==> config.mk <==
export PLATFORM = sky130hd
export DESIGN_NAME = dma_half_chan
export DESIGN_NICKNAME = d
export VERILOG_FILES = /design/src/rtl/dma_half_pkg.sv /design/src/rtl/dma_half_ctrl.sv /design/src/rtl/dma_half_count.sv /design/src/rtl/dma_half_ack.sv /design/src/rtl/dma_half_chan.sv
export SDC_FILE = /design/constraint.sdc
export NUM_CORES = 1
export LEC_CHECK = 0
export BUFFER_PORTS_ARGS = -buffer_cell sky130_fd_sc_hd__buf_2
export CAP_MARGIN = 20
export CORE_MARGIN = 2
export CORE_UTILIZATION = 57
export CTS_CLUSTER_SIZE = 16
export DETAILED_ROUTE_END_ITERATION = 12
export PLACE_DENSITY_LB_ADDON = 0.15
export SETUP_SLACK_MARGIN = 0.3
export SYNTH_ARGS = -nofsm -noshare
export SYNTH_HDL_FRONTEND = slang
export SYNTH_HIERARCHICAL = 1
export SYNTH_SLANG_ARGS = --single-unit
==> constraint.sdc <==
create_clock -name clk -period 3.22 [get_ports clk]
set_input_delay 0.161 -clock clk [delete_from_list [all_inputs] [get_ports clk]]
set_output_delay 0.161 -clock clk [all_outputs]
set_load 0.02 [all_outputs]
==> src/rtl/dma_half_pkg.sv <==
package dma_half_pkg;
  localparam int unsigned BIT_EN   = 0;
  localparam int unsigned BIT_IE   = 1;
  localparam int unsigned BIT_HALF = 2;
  localparam int unsigned BIT_END  = 3;
  localparam int unsigned BIT_MODE = 4;
  localparam int unsigned BIT_LVL  = 5;
  localparam int unsigned CTRL_W   = 6;

  typedef struct packed {
    logic lvl;
    logic mode;
    logic fin;
    logic half;
    logic ie;
    logic en;
  } ctrl_t;
endpackage

==> src/rtl/dma_half_ctrl.sv <==
module dma_half_ctrl
  import dma_half_pkg::*;
#(
  parameter bit HAS_ACK_CFG = 1'b1
) (
  input  logic              clk,
  input  logic              rst,
  input  logic              wr,
  input  logic [CTRL_W-1:0] wdata,
  input  logic              hit_half,
  input  logic              hit_end,
  output ctrl_t             ctrl,
  output logic              en_rise
);
  logic en_q, ie_q, half_q, fin_q;

  assign en_rise = wr && wdata[BIT_EN] && !en_q;

  always_ff @(posedge clk) begin
    if (rst) begin
      en_q   <= 1'b0;
      ie_q   <= 1'b0;
      half_q <= 1'b0;
      fin_q  <= 1'b0;
    end else begin
      // software writes first, hardware events take priority
      if (hit_end)  en_q <= 1'b0;
      else if (wr)  en_q <= wdata[BIT_EN];
      if (wr)       ie_q <= wdata[BIT_IE];
      half_q <= (wr ? (half_q & wdata[BIT_HALF]) : half_q) | hit_half;
      fin_q  <= (wr ? (fin_q & wdata[BIT_END]) : fin_q) | hit_end;
    end
  end

  logic mode_w, lvl_w;

  generate
    if (HAS_ACK_CFG) begin : g_cfg
      logic mode_q, lvl_q;
      always_ff @(posedge clk) begin
        if (rst) begin
          mode_q <= 1'b0;
          lvl_q  <= 1'b0;
        end else if (wr) begin
          mode_q <= wdata[BIT_MODE];
          lvl_q  <= wdata[BIT_LVL];
        end
      end
      assign mode_w = mode_q;
      assign lvl_w  = lvl_q;
    end else begin : g_nocfg
      assign mode_w = 1'b0;
      assign lvl_w  = 1'b0;
    end
  endgenerate

  assign ctrl = '{lvl: lvl_w, mode: mode_w, fin: fin_q, half: half_q, ie: ie_q, en: en_q};
endmodule

==> src/rtl/dma_half_count.sv <==
module dma_half_count #(
  parameter int unsigned CNT_W = 16
) (
  input  logic             clk,
  input  logic             rst,
  input  logic             wr,
  input  logic [CNT_W-1:0] wdata,
  input  logic             en,
  input  logic             en_rise,
  input  logic             unit_done,
  output logic [CNT_W-1:0] cnt,
  output logic [CNT_W-1:0] half_tgt,
  output logic             hit_half,
  output logic             hit_end
);
  logic [CNT_W-1:0] cnt_q, start_q, nxt;
  logic             fired_q, dec;

  assign dec      = unit_done && en && (cnt_q != '0);
  assign nxt      = cnt_q - 1'b1;
  assign half_tgt = start_q >> 1;
  assign hit_end  = dec && (nxt == '0);
  assign hit_half = dec && !fired_q && (nxt == half_tgt);

  always_ff @(posedge clk) begin
    if (rst) begin
      cnt_q   <= '0;
      start_q <= '0;
      fired_q <= 1'b0;
    end else begin
      if (wr)       cnt_q <= wdata;
      else if (dec) cnt_q <= nxt;
      if (en_rise) begin
        start_q <= cnt_q;
        fired_q <= 1'b0;
      end else if (hit_half) begin
        fired_q <= 1'b1;
      end
    end
  end

  assign cnt = cnt_q;
endmodule

==> src/rtl/dma_half_ack.sv <==
module dma_half_ack (
  input  logic clk,
  input  logic rst,
  input  logic en,
  input  logic xfer_active,
  input  logic phase_wr,
  input  logic single_mode,
  input  logic mode,
  input  logic lvl,
  output logic ack
);
  logic act;

  assign act = en && xfer_active && (single_mode || (phase_wr == mode));

  always_ff @(posedge clk) begin
    if (rst) ack <= 1'b1;
    else     ack <= lvl ? act : !act;
  end
endmodule

==> src/rtl/dma_half_chan.sv <==
module dma_half_chan
  import dma_half_pkg::*;
#(
  parameter int unsigned CNT_W       = 16,
  parameter bit          HAS_ACK_CFG = 1'b1
) (
  input  logic             clk,
  input  logic             rst,
  input  logic             reg_wr,
  input  logic             reg_sel,
  input  logic [CNT_W-1:0] reg_wdata,
  output logic [CNT_W-1:0] reg_rdata,
  input  logic             unit_done,
  input  logic             xfer_active,
  input  logic             phase_wr,
  input  logic             single_mode,
  output logic             irq,
  output logic             ack
);
  ctrl_t            ctrl;
  logic             en_rise, hit_half, hit_end;
  logic [CNT_W-1:0] cnt, half_tgt;
  logic             ctrl_wr, cnt_wr;

  assign ctrl_wr = reg_wr && reg_sel;
  assign cnt_wr  = reg_wr && !reg_sel;

  dma_half_ctrl #(.HAS_ACK_CFG(HAS_ACK_CFG)) u_ctrl (
    .clk(clk), .rst(rst), .wr(ctrl_wr), .wdata(reg_wdata[CTRL_W-1:0]),
    .hit_half(hit_half), .hit_end(hit_end), .ctrl(ctrl), .en_rise(en_rise)
  );

  dma_half_count #(.CNT_W(CNT_W)) u_count (
    .clk(clk), .rst(rst), .wr(cnt_wr), .wdata(reg_wdata), .en(ctrl.en),
    .en_rise(en_rise), .unit_done(unit_done), .cnt(cnt), .half_tgt(half_tgt),
    .hit_half(hit_half), .hit_end(hit_end)
  );

  dma_half_ack u_ack (
    .clk(clk), .rst(rst), .en(ctrl.en), .xfer_active(xfer_active),
    .phase_wr(phase_wr), .single_mode(single_mode), .mode(ctrl.mode),
    .lvl(ctrl.lvl), .ack(ack)
  );

  always_ff @(posedge clk) begin
    if (rst) irq <= 1'b0;
    else     irq <= ctrl.half && ctrl.ie;
  end

  assign reg_rdata = reg_sel ? {{(CNT_W-CTRL_W){1'b0}}, ctrl} : cnt;
endmodule

==> reports/summary.txt <==
Status: complete, no violations
Vias/cell: 5.68
DR vias: 2,197
GRT Residual Overflow: 0
Slew Limit Fails: 0
Layout Cell Area excl Fill: 2880 sq um
Nets: 360
Worst clock skew: 7.93 ps
Hold path depth: 3
First-pass DRT Iterations: 4
Fmax: 0.370 GHz
Setup TNS: 0 ps
Post-cts hold buffer count: 0
Htree depth: 2
Clk root buf: clkbuf_8
Sink Count: 40
Largest net degree at the start of global routing: 42
DP Worst Slack: 469 ps
Core area: 4380 sq um
Worst IR drop on VDD: 0.000273 V
Max_cap viols: 0
Crit Reg-Reg Endpoint: u_ctrl/half_q
Pwr per Cell Area: 421 nW/um^2
Dpl cell area: 2770 sq um
Slew margin rel.: 47.2%
Post-synthesis cell count: 304
# fillers: 386
Tcrit/Tclk final: 83.9%
Routed WL: 5880 um
Reg2reg start: u_count/cnt[6]
Vias in the first global route: 1,995
Routability Congestion: 0.918
Critical Path RT: 3450 ps
Final hold slack: 117 ps
DR iter-0 viols: 155
Worst R2R Path Depth: 8
Crit path capture type: flip-flop
DP HPWL: 4300 um
WL/cell: 15.2 um
Site Rows: 24
GRT Overall Usage: 23.2%
# port buffers: 41
Hold WC Path Type: primary input to flip-flop
Crit Path Class: flip-flop to flip-flop
CTS buffer count: 5
Synthesized net count: 330
LEAKAGE: 1.16 nW
Initial antenna violation count: 0
Arrival time at the worst endpoint: 2930 ps
Hold Vio Cnt, Final: 0
Power, Total: 1.21 mW
Yosys warnings: 6
Die extent in y: 71.8 um
Hold path start: reg_wdata[5]
Area Growth Syn to Fin: 9.87%
Mapped cell area: 2620 sq um
First-pass GRT wire length: 9350 um
Die width: 71.8 um
Fin util: 65.8%
Antenna diodes: 0
CTS clock-pin slew for the worst setup and hold paths: 80 ps
Clock Latency Late Sink: 300 ps
Die area: 5160 sq um
Final worst setup slack: 519 ps
CTS Buffer Depth: 2
Finished Layout Cells: 387
Initial Utilization: 59.8%
Crit path max fanout: 8
Share of cells above drive strength 1: 23.3%
Final ANT Viol Nets: 0
Worst R2R Setup Slack: 520 ps
Placed cell count: 376
DRC: 0
Avg Inst Size Synth: 8.63 sq um
CTS tree: done
Fin crit period: 2700 ps
I/O pins: 42
RSZ-0062 raised after global routing: no
Worst hold path endpoint: u_ctrl/g_cfg.lvl_q
Crit start category: flip-flop
Worst-Margin Slew: 792 ps
Setup Viol. Count Final: 0
-- critical path, cell delays in order, from the launching register on --
cell,delay (ps)
dfxtp_1,410
or4_1,570
nor4_1,450
xnor2_1,170
o21ai_1,100
or3_1,390
nor4_2,320
nor3b_1,90
nor3_1,150
-- cells in the final DEF (no fill, tap or decap), types with 11 or more instances in the layout --
master / n
a211oi_1: 13
buf_2: 41
buf_4: 11
dfxtp_1: 39
mux2i_1: 18
nand2_1: 21
nor2_1: 45
nor2b_1: 12
xnor2_1: 19
xor2_1: 19
-- sequential cells by signal (all words and copies together) (netlist names) --
name / cells
u_count/cnt: 16
u_ctrl/fin_q: 1
u_count/fired_q: 1
irq: 1
u_ctrl/ie_q: 1
u_ctrl/en_q: 1
u_ctrl/half_q: 1
u_ack/ack: 1
u_ctrl/g_cfg.lvl_q: 1
u_ctrl/g_cfg.mode_q: 1
u_count/start_q: 15
-- layout make-up --
class,instances,area (sq um),share of cell area (%)
Sequential cell,40,802,27.8
Tap cell,52,65.1,2.26
Timing Repair Buffer,52,288,9.98
Multi-Input combinational cell,229,1620,56.0
Clock buffer,8,90.1,3.13
Inverter,6,22.5,0.781
-- power breakdown --
part           internal, mW  switching (mW)  total (mW)
clock                 0.175           0.173       0.347
sequential            0.515          0.0347       0.550
combinational         0.143           0.172       0.315
total                 0.833           0.380        1.21
-- worst max-delay path by stage --
stage | startpoint | to | slack [ps]
6_report | u_count/cnt[6] | u_ctrl/half_q | 520
5_1_grt | u_count/cnt[1] | u_ctrl/half_q | 340
4_1_cts | u_count/cnt[0] | u_ctrl/half_q | 420
3_5_place_dp | u_count/cnt[0] | u_ctrl/half_q | 470
3_3_place_gp | u_count/cnt[0] | u_ctrl/half_q | 570
2_1_floorplan | u_count/cnt[0] | u_ctrl/half_q | 680
-- layer usage --
metal / wire, um / global-route usage (%) / share of wire, %
met5: 0 / 0 / 0
met4: 70 / 8.18 / 1.2
met3: 332 / 5.06 / 5.6
met2: 2720 / 38.2 / 46
met1: 2760 / 30.0 / 47
-- timing repair --
item,in CTS,in global routing
setup endpoints to repair,0,1
hold endpoints to repair,0,0
setup buffers,0,3
gates resized for setup,0,2
Power figures use the tool's default switching activity.
